==> src/rtl/sram_async_ctrl.sv <==
module sram_async_ctrl #(
  parameter int ADDR_W        = 15,
  parameter int LANE_W        = 8,
  parameter int READ_CYCLES   = 2,
  parameter int WE_LOW_CYCLES = 2,
  parameter int SETUP_CYCLES  = 1,
  parameter int TURN_CYCLES   = 3
) (
  input  logic                clk,
  input  logic                rst_n,
  input  logic                req_valid,
  input  logic                req_write,
  input  logic [ADDR_W-1:0]   req_addr,
  input  logic [1:0]          req_be,
  input  logic [2*LANE_W-1:0] req_wdata,
  output logic                req_ack,
  output logic [2*LANE_W-1:0] rsp_rdata,
  output logic                mem_ce_n,
  output logic                mem_we_n,
  output logic                mem_oe_n,
  output logic                mem_ub_n,
  output logic                mem_lb_n,
  output logic [ADDR_W-1:0]   mem_addr,
  output logic [2*LANE_W-1:0] mem_dq_out,
  input  logic [2*LANE_W-1:0] mem_dq_in,
  output logic                mem_dq_oe
);

  localparam int DATA_W = 2 * LANE_W;
  localparam int MAX_A  = (READ_CYCLES > WE_LOW_CYCLES) ? READ_CYCLES : WE_LOW_CYCLES;
  localparam int MAX_PH = (MAX_A > SETUP_CYCLES) ? MAX_A : SETUP_CYCLES;
  localparam int CNT_W  = $clog2(MAX_PH + 1);
  localparam int TRN_W  = $clog2(TURN_CYCLES + 1);

  typedef enum logic [2:0] {
    ST_IDLE, ST_TURN, ST_SETUP, ST_STROBE, ST_HOLD, ST_READ, ST_ACK
  } state_t;

  state_t             state;
  logic [CNT_W-1:0]   ph_cnt;
  logic [TRN_W-1:0]   trn_cnt;
  logic [ADDR_W-1:0]  addr_q;
  logic [1:0]         be_q;
  logic [DATA_W-1:0]  wdata_q;
  logic [DATA_W-1:0]  lane_mask;
  logic               rd_done;

  assign lane_mask = {{LANE_W{be_q[1]}}, {LANE_W{be_q[0]}}};
  assign rd_done   = (state == ST_READ) && (ph_cnt == '0);

  always_ff @(posedge clk) begin
    if (!rst_n) begin
      state     <= ST_IDLE;
      ph_cnt    <= '0;
      addr_q    <= '0;
      be_q      <= '0;
      wdata_q   <= '0;
      rsp_rdata <= '0;
    end else begin
      case (state)
        ST_IDLE: if (req_valid) begin
          addr_q  <= req_addr;
          be_q    <= req_be;
          wdata_q <= req_wdata;
          if (req_be == 2'b00) begin
            state <= ST_ACK;
          end else if (!req_write) begin
            state  <= ST_READ;
            ph_cnt <= CNT_W'(READ_CYCLES - 1);
          end else if (trn_cnt > TRN_W'(1)) begin
            state <= ST_TURN;
          end else begin
            state  <= ST_SETUP;
            ph_cnt <= CNT_W'(SETUP_CYCLES - 1);
          end
        end
        ST_TURN: if (trn_cnt <= TRN_W'(1)) begin
          state  <= ST_SETUP;
          ph_cnt <= CNT_W'(SETUP_CYCLES - 1);
        end
        ST_SETUP: if (ph_cnt == '0) begin
          state  <= ST_STROBE;
          ph_cnt <= CNT_W'(WE_LOW_CYCLES - 1);
        end else begin
          ph_cnt <= ph_cnt - 1'b1;
        end
        ST_STROBE: if (ph_cnt == '0) state <= ST_HOLD;
                   else ph_cnt <= ph_cnt - 1'b1;
        ST_HOLD:   state <= ST_ACK;
        ST_READ: if (rd_done) begin
          rsp_rdata <= mem_dq_in & lane_mask;
          state     <= ST_ACK;
        end else begin
          ph_cnt <= ph_cnt - 1'b1;
        end
        ST_ACK:  state <= ST_IDLE;
        default: state <= ST_IDLE;
      endcase
    end
  end

  always_ff @(posedge clk) begin
    if (!rst_n)               trn_cnt <= '0;
    else if (rd_done)         trn_cnt <= TRN_W'(TURN_CYCLES);
    else if (trn_cnt != '0)   trn_cnt <= trn_cnt - 1'b1;
  end

  assign mem_ce_n   = !(state inside {ST_SETUP, ST_STROBE, ST_HOLD, ST_READ});
  assign mem_we_n   = (state != ST_STROBE);
  assign mem_oe_n   = (state != ST_READ);
  assign mem_lb_n   = mem_ce_n | !be_q[0];
  assign mem_ub_n   = mem_ce_n | !be_q[1];
  assign mem_dq_oe  = state inside {ST_SETUP, ST_STROBE, ST_HOLD};
  assign mem_addr   = addr_q;
  assign mem_dq_out = wdata_q;
  assign req_ack    = (state == ST_ACK);

  logic [CNT_W:0] we_run, oe_run;
  logic [TRN_W:0] oe_gap;

  always_ff @(posedge clk) begin
    if (!rst_n) begin
      we_run <= '0;
      oe_run <= '0;
      oe_gap <= (TRN_W+1)'(TURN_CYCLES);
    end else begin
      we_run <= mem_we_n ? '0 : we_run + 1'b1;
      oe_run <= mem_oe_n ? '0 : oe_run + 1'b1;
      if (!mem_oe_n)                              oe_gap <= '0;
      else if (oe_gap < (TRN_W+1)'(TURN_CYCLES))  oe_gap <= oe_gap + 1'b1;
    end
  end

  AST_IDLE_QUIET:   assert property (@(posedge clk) disable iff (!rst_n) req_ack |-> (mem_ce_n && mem_we_n && mem_oe_n && !mem_dq_oe));
  AST_ACK_PULSE:    assert property (@(posedge clk) disable iff (!rst_n) req_ack |=> !req_ack);
  AST_WE_DRIVEN:    assert property (@(posedge clk) disable iff (!rst_n) !mem_we_n |-> (mem_dq_oe && !mem_ce_n));
  AST_WE_EDGE_HOLD: assert property (@(posedge clk) disable iff (!rst_n) $rose(mem_we_n) |-> ($stable(mem_addr) && $stable(mem_dq_out) && !mem_ce_n && mem_dq_oe));
  AST_WE_WIDTH:     assert property (@(posedge clk) disable iff (!rst_n) $rose(mem_we_n) |-> (we_run == (CNT_W+1)'(WE_LOW_CYCLES)));
  AST_READ_SHAPE:   assert property (@(posedge clk) disable iff (!rst_n) !mem_oe_n |-> (mem_we_n && !mem_ce_n));
  AST_READ_WIDTH:   assert property (@(posedge clk) disable iff (!rst_n) $rose(mem_oe_n) |-> (oe_run == (CNT_W+1)'(READ_CYCLES)));
  AST_NO_FIGHT:     assert property (@(posedge clk) disable iff (!rst_n) !(mem_dq_oe && !mem_oe_n));
  AST_TURN_GAP:     assert property (@(posedge clk) disable iff (!rst_n) $rose(mem_dq_oe) |-> (oe_gap >= (TRN_W+1)'(TURN_CYCLES)));
  AST_ADDR_STEADY:  assert property (@(posedge clk) disable iff (!rst_n) (!mem_ce_n && $past(!mem_ce_n)) |-> $stable(mem_addr));
  AST_SEL_NEEDS_CE: assert property (@(posedge clk) disable iff (!rst_n) (!mem_ub_n || !mem_lb_n) |-> !mem_ce_n);

endmodule

==> config.mk <==
export PLATFORM = sky130hd
export DESIGN_NAME = sram_async_ctrl
export DESIGN_NICKNAME = d
export VERILOG_FILES = /design/src/rtl/sram_async_ctrl.sv
export SDC_FILE = /design/constraint.sdc
export NUM_CORES = 1
export LEC_CHECK = 0
export CAP_MARGIN = 30
export CORE_MARGIN = 3
export CORE_UTILIZATION = 66
export DETAILED_ROUTE_END_ITERATION = 6
export DONT_BUFFER_PORTS = 1
export GPL_TIMING_DRIVEN = 0
export PLACE_DENSITY_LB_ADDON = 0.2
export SETUP_SLACK_MARGIN = 0.3
export SKIP_LAST_GASP = 1
export SYNTH_ARGS = -nofsm -noshare
export SYNTH_HDL_FRONTEND = slang
export SYNTH_SLANG_ARGS = --single-unit
==> constraint.sdc <==
create_clock -name clk -period 2.6 [get_ports clk]
set_input_delay 0.52 -clock clk [delete_from_list [all_inputs] [get_ports clk]]
set_output_delay 0.52 -clock clk [all_outputs]
set_load 0.02 [all_outputs]
Word-level counts from Yosys, hierarchy flattened. Index checks and enable logic that the tools add are counted.

Multiplexer cells: 20. Equal/unequal tests: 17. Add/subtract/negate cells: 2. Reduce and logical (&&, ||, !) cells: 16. Magnitude comparators: 2. Bitwise operators: 3.

Operators by type and width (count): $mux 2 (11); $mux 3 (7); $pmux 3 s6 (1); $and 16x16->16 (1); $ne 2x2->1 const B (8); $pmux 2 s5 (1); $eq 3x3->1 const B (3); $reduce_and 7->1 (1); $eq 3x2->1 const B (2); $ne 3x3->1 const B (2); $reduce_and 5->1 (1); $reduce_bool 5->1 (1); $logic_not 2->1 (2); $reduce_and 2->1 (2); $reduce_bool 2->1 (2); $reduce_bool 4->1 (1); $sub 2x1->2 const B (2); $eq 3x1->1 const B (1); $logic_not 1->1 (3); $logic_not 3->1 (1); $ne 3x2->1 const B (1); $reduce_bool 3->1 (1); $gt 2x1->1 const B (1); $le 2x1->1 const B (1); 2 further kinds (3).

Logic and storage cells: 67. Output and inout port bits: 54. Bits in registers: 56. Input bits: 53.

Depth between registers and ports, before layout.
Depth in word-level cells: 6. Mapped depth: 8.

Worst setup path after synthesis. OpenSTA, ideal clock, no wires.

Path kind: reg-to-output. Start: register state[1]. End: output port mem_lb_n. Arrival: 1283 ps. Buffers on the path: 1. Required time: 2080 ps. Setup slack: 797 ps. Cell stages (with the launch flop): 5. Cell sequence: dfxtp_1 buf_2 inv_1 ha_1 nand2b_1.

Cells in the longest elaborated chain, start to end: 4. Elaborated cells between the ends (all ways): 7.

Ends and longest elaborated chain: from (decl) (line 39) `state_t state;`; from (signal assigned) (line 53) `state <= ST_IDLE;`; from (signal assigned) (line 66) `state <= ST_ACK;`; from (signal assigned) (line 68) `state <= ST_READ;`; $eq 3x2->1 / $eq 3x3->1 (equally long branches) (line 108) `assign mem_ce_n = !(state inside {ST_SETUP, ST_STROBE, ST_HOLD, ST_READ});`; $reduce_bool 4->1 * (line 108); $logic_not 1->1 * (line 108); net mem_ce_n (line 18) `output logic mem_ce_n,`; $or 1x1->1 * (line 111) `assign mem_lb_n = mem_ce_n | !be_q[0];`; to (decl) (line 22) `output logic mem_lb_n,`.

The timed path passes the listed nets; every way through them passes the cells marked *.

Final worst setup path. Ends and elaborated chain as after synthesis.

==> run metrics <==
Overall Power=2.65 mW; hpwl dp=3890 um; CP peak stage delay=410 ps; post-layout net count=roughly 370; highest net fanout along the worst path=10; peak supply drop=0.720 mV; Final Skew=7.34 ps; Layout area overhead=5.50%; WL final=5270 um; CTS tree=done; WL/cell=15.1 um; endpoint class of the critical path=primary output; hold crit path type=input port to register; yosys warns=0; gate count after technology mapping=298; fin crit period=2210 ps; layout cells sized above 1=a little over 8%; IO Pins=107; core area=3180 sq um; top_reg_cell synth=dfxtp_1; Worst Path Required=2080 ps; Post-synth EDFFs=0; GPL Wtd Cong=0.895; Slew Viols, Final=0; critical path arrival=1690 ps; vias per std cell=~5.8; type of origin of the critical path=register; diode count=0; area of the multi-input gates=1060 sq um; antenna-violating nets left=0; Die Width=65.0 um; Register Area=1120 sq um; pwr dens=1090 nW/um^2; clock root buffer=clkbuf_4; Num CTS Buffers=5; GRT Total Usage=25.0%; count of input and output buffers=0; mapped cell area=approximately 2300 sq um; Worst Tran Pin Value=between 500 and 600 ps; Fin. Hold Viols=0; fin crit share=85.0%; setup repair bufs after CTS=0; total clock sinks=56; worst-skew pair later-pin latency=around 380 ps; Overflow after GRT=0; via count=2022; drt pass-1 iters=4; Synthesized Nets=358; Die Ht=65.0 um; maxcap violations=0; worst hold slack=239 ps; DRT iter0 DRCs=approximately 160; worst-path cell chain=clkbuf_4, inv_1, ha_2, nand2b_2; largest net degree at the start of global routing=19; clock-pin slew on the worst setup and hold paths=about 160 ps; final worst-path setup slack=390 ps; DIE AREA=4230 sq um; slew margin rel.=66.1%; RSZ-0062 raised after global routing=no; register area share after synthesis=between 40% and 50%; FMAX=0.452 GHz; Worst Setup Path Type=register to primary output; Avg Inst Size Synth=~7.7 sq um; setup tns final=0 ps; fill cell count=249; initial antenna violation count=0; pre-CTS setup slack=651 ps; Setup-failing EPs final=0; register bit total from synthesis=between 50 and 60; Starting Density=between 70% and 80%; outcome=complete, no violations; vias in the first global route=~1800; first-pass GRT wire length=8350 um; Async SR Flop Fraction=0%; Clock Tree Buf Depth=2; row count=20; Yosys cell types=27; Worst path slowest cell=ha_2; Pleak=0.894 nW; DRC=0; H-tree depth=2
[metal layers]
layer | vias up | global-route usage [%] | wire length (um)
met5 | - | 0 | 0
met3 | 14 | 7.80 | 557
li1 | 1001 | - | -
met4 | 0 | 9.07 | 108
met2 | 90 | 42.3 | 2510
met1 | 917 | 29.6 | 2100
[cell usage in the layout (no fill, tap or decap), types with 2 or more instances in the layout]
cell type,n
a211oi_1,2
nor2_1,8
clkbuf_1,12
inv_1,8
ha_1,6
nor2b_1,3
nand2b_2,2
nand2b_1,3
nand3_1,17
buf_2,8
a31oi_1,2
clkbuf_4,6
nand2_1,89
a21oi_1,59
nor3_1,2
dfxtp_1,55
o21ai_0,7
[area by class of cell]
| type | count | share of cell area (%) |
|---|---|---|
| inverters | 9 | 1.39 |
| clock inverters | 3 | 0.929 |
| clock buffers | 5 | 1.55 |
| multi-input cells | 212 | 43.8 |
| flip-flops and latches | 56 | 46.3 |
| plain buffers | 21 | 3.82 |
| well taps | 44 | 2.27 |
[synthesized netlist by cell type (all sizes together) (3+ instances only)]
cell | instances | area share (%)
nand2 | 89 | 15
nand2b | 5 | 1.4
dfxtp | 56 | 49
o21ai | 7 | 1.5
nor2 | 8 | 1.3
ha | 7 | 3.8
a21oi | 59 | 13
inv | 9 | 1.5
clkbuf | 12 | 2.0
nand3 | 17 | 3.7
nor2b | 3 | 0.82
buf | 9 | 2.0
[timing repair]
| item | in CTS | in global routing |
|---|---|---|
| hold buffers | 0 | 0 |
| pin swaps | 0 | 0 |
| gates resized for setup | 3 | 2 |
| endpoints found under the setup margin | 2 | 2 |
[through the flow]
stage | instance area, sq um | std cells | util (%)
6_report | 2420 | 350 | 76.3
5_1_grt | 2420 | 350 | 76.3
4_1_cts | 2420 | 350 | 76.2
3_5_place_dp | 2350 | 342 | 74.1
3_3_place_gp | 2350 | 342 | 74.1
2_1_floorplan | 2300 | 298 | -
[kinds of logic (layout without fill, tap and decap cells)]
group / Yosys count / count (layout) / share of synthesized area (%)
simple gates: 127 / 127 / 23.1
compound gates: 76 / 76 / 18.1
flops: 56 / 56 / 48.8
buf+inv: 30 / 38 / 5.39
fa+ha+maj: 7 / 7 / 3.81
xor+xnor: 1 / 1 / 0.381
mux: 1 / 1 / 0.490
[registers in the layout (all words and copies together), names as in the netlist]
| register | flops |
|---|---|
| state | 3 |
| rsp_rdata | 16 |
| trn_cnt | 2 |
| be_q | 2 |
| ph_cnt | 2 |
| mem_addr | 15 |
| mem_dq_out | 16 |
[worst max-delay path, delay by kind of cell, from the launching register on]
kind,cells,cell delay [ps]
adders and majority gates,1,410
DFF,1,400
buffers and inverters,2,280
and+or+nand+nor,1,220
[power by group]
part / internal, mW / switching [mW] / total [mW]
Sequential: 1.02 / 0.252 / 1.27
Combinational: 0.353 / 0.630 / 0.982
Clock: 0.110 / 0.280 / 0.390
Total: 1.48 / 1.16 / 2.65
[final timing paths]
path / slack (ps) / start / endpoint / cells past startpoint
setup / recovery: 390 / state[1] / mem_lb_n / 4
hold / removal: 240 / req_wdata[9] / mem_dq_out[9] / 2
setup reg to reg: 660 / trn_cnt[1] / ph_cnt[1] / 7
hold reg to reg: 510 / ph_cnt[1] / ph_cnt[1] / 2
Note: power is estimated with default switching activity, not from simulation.
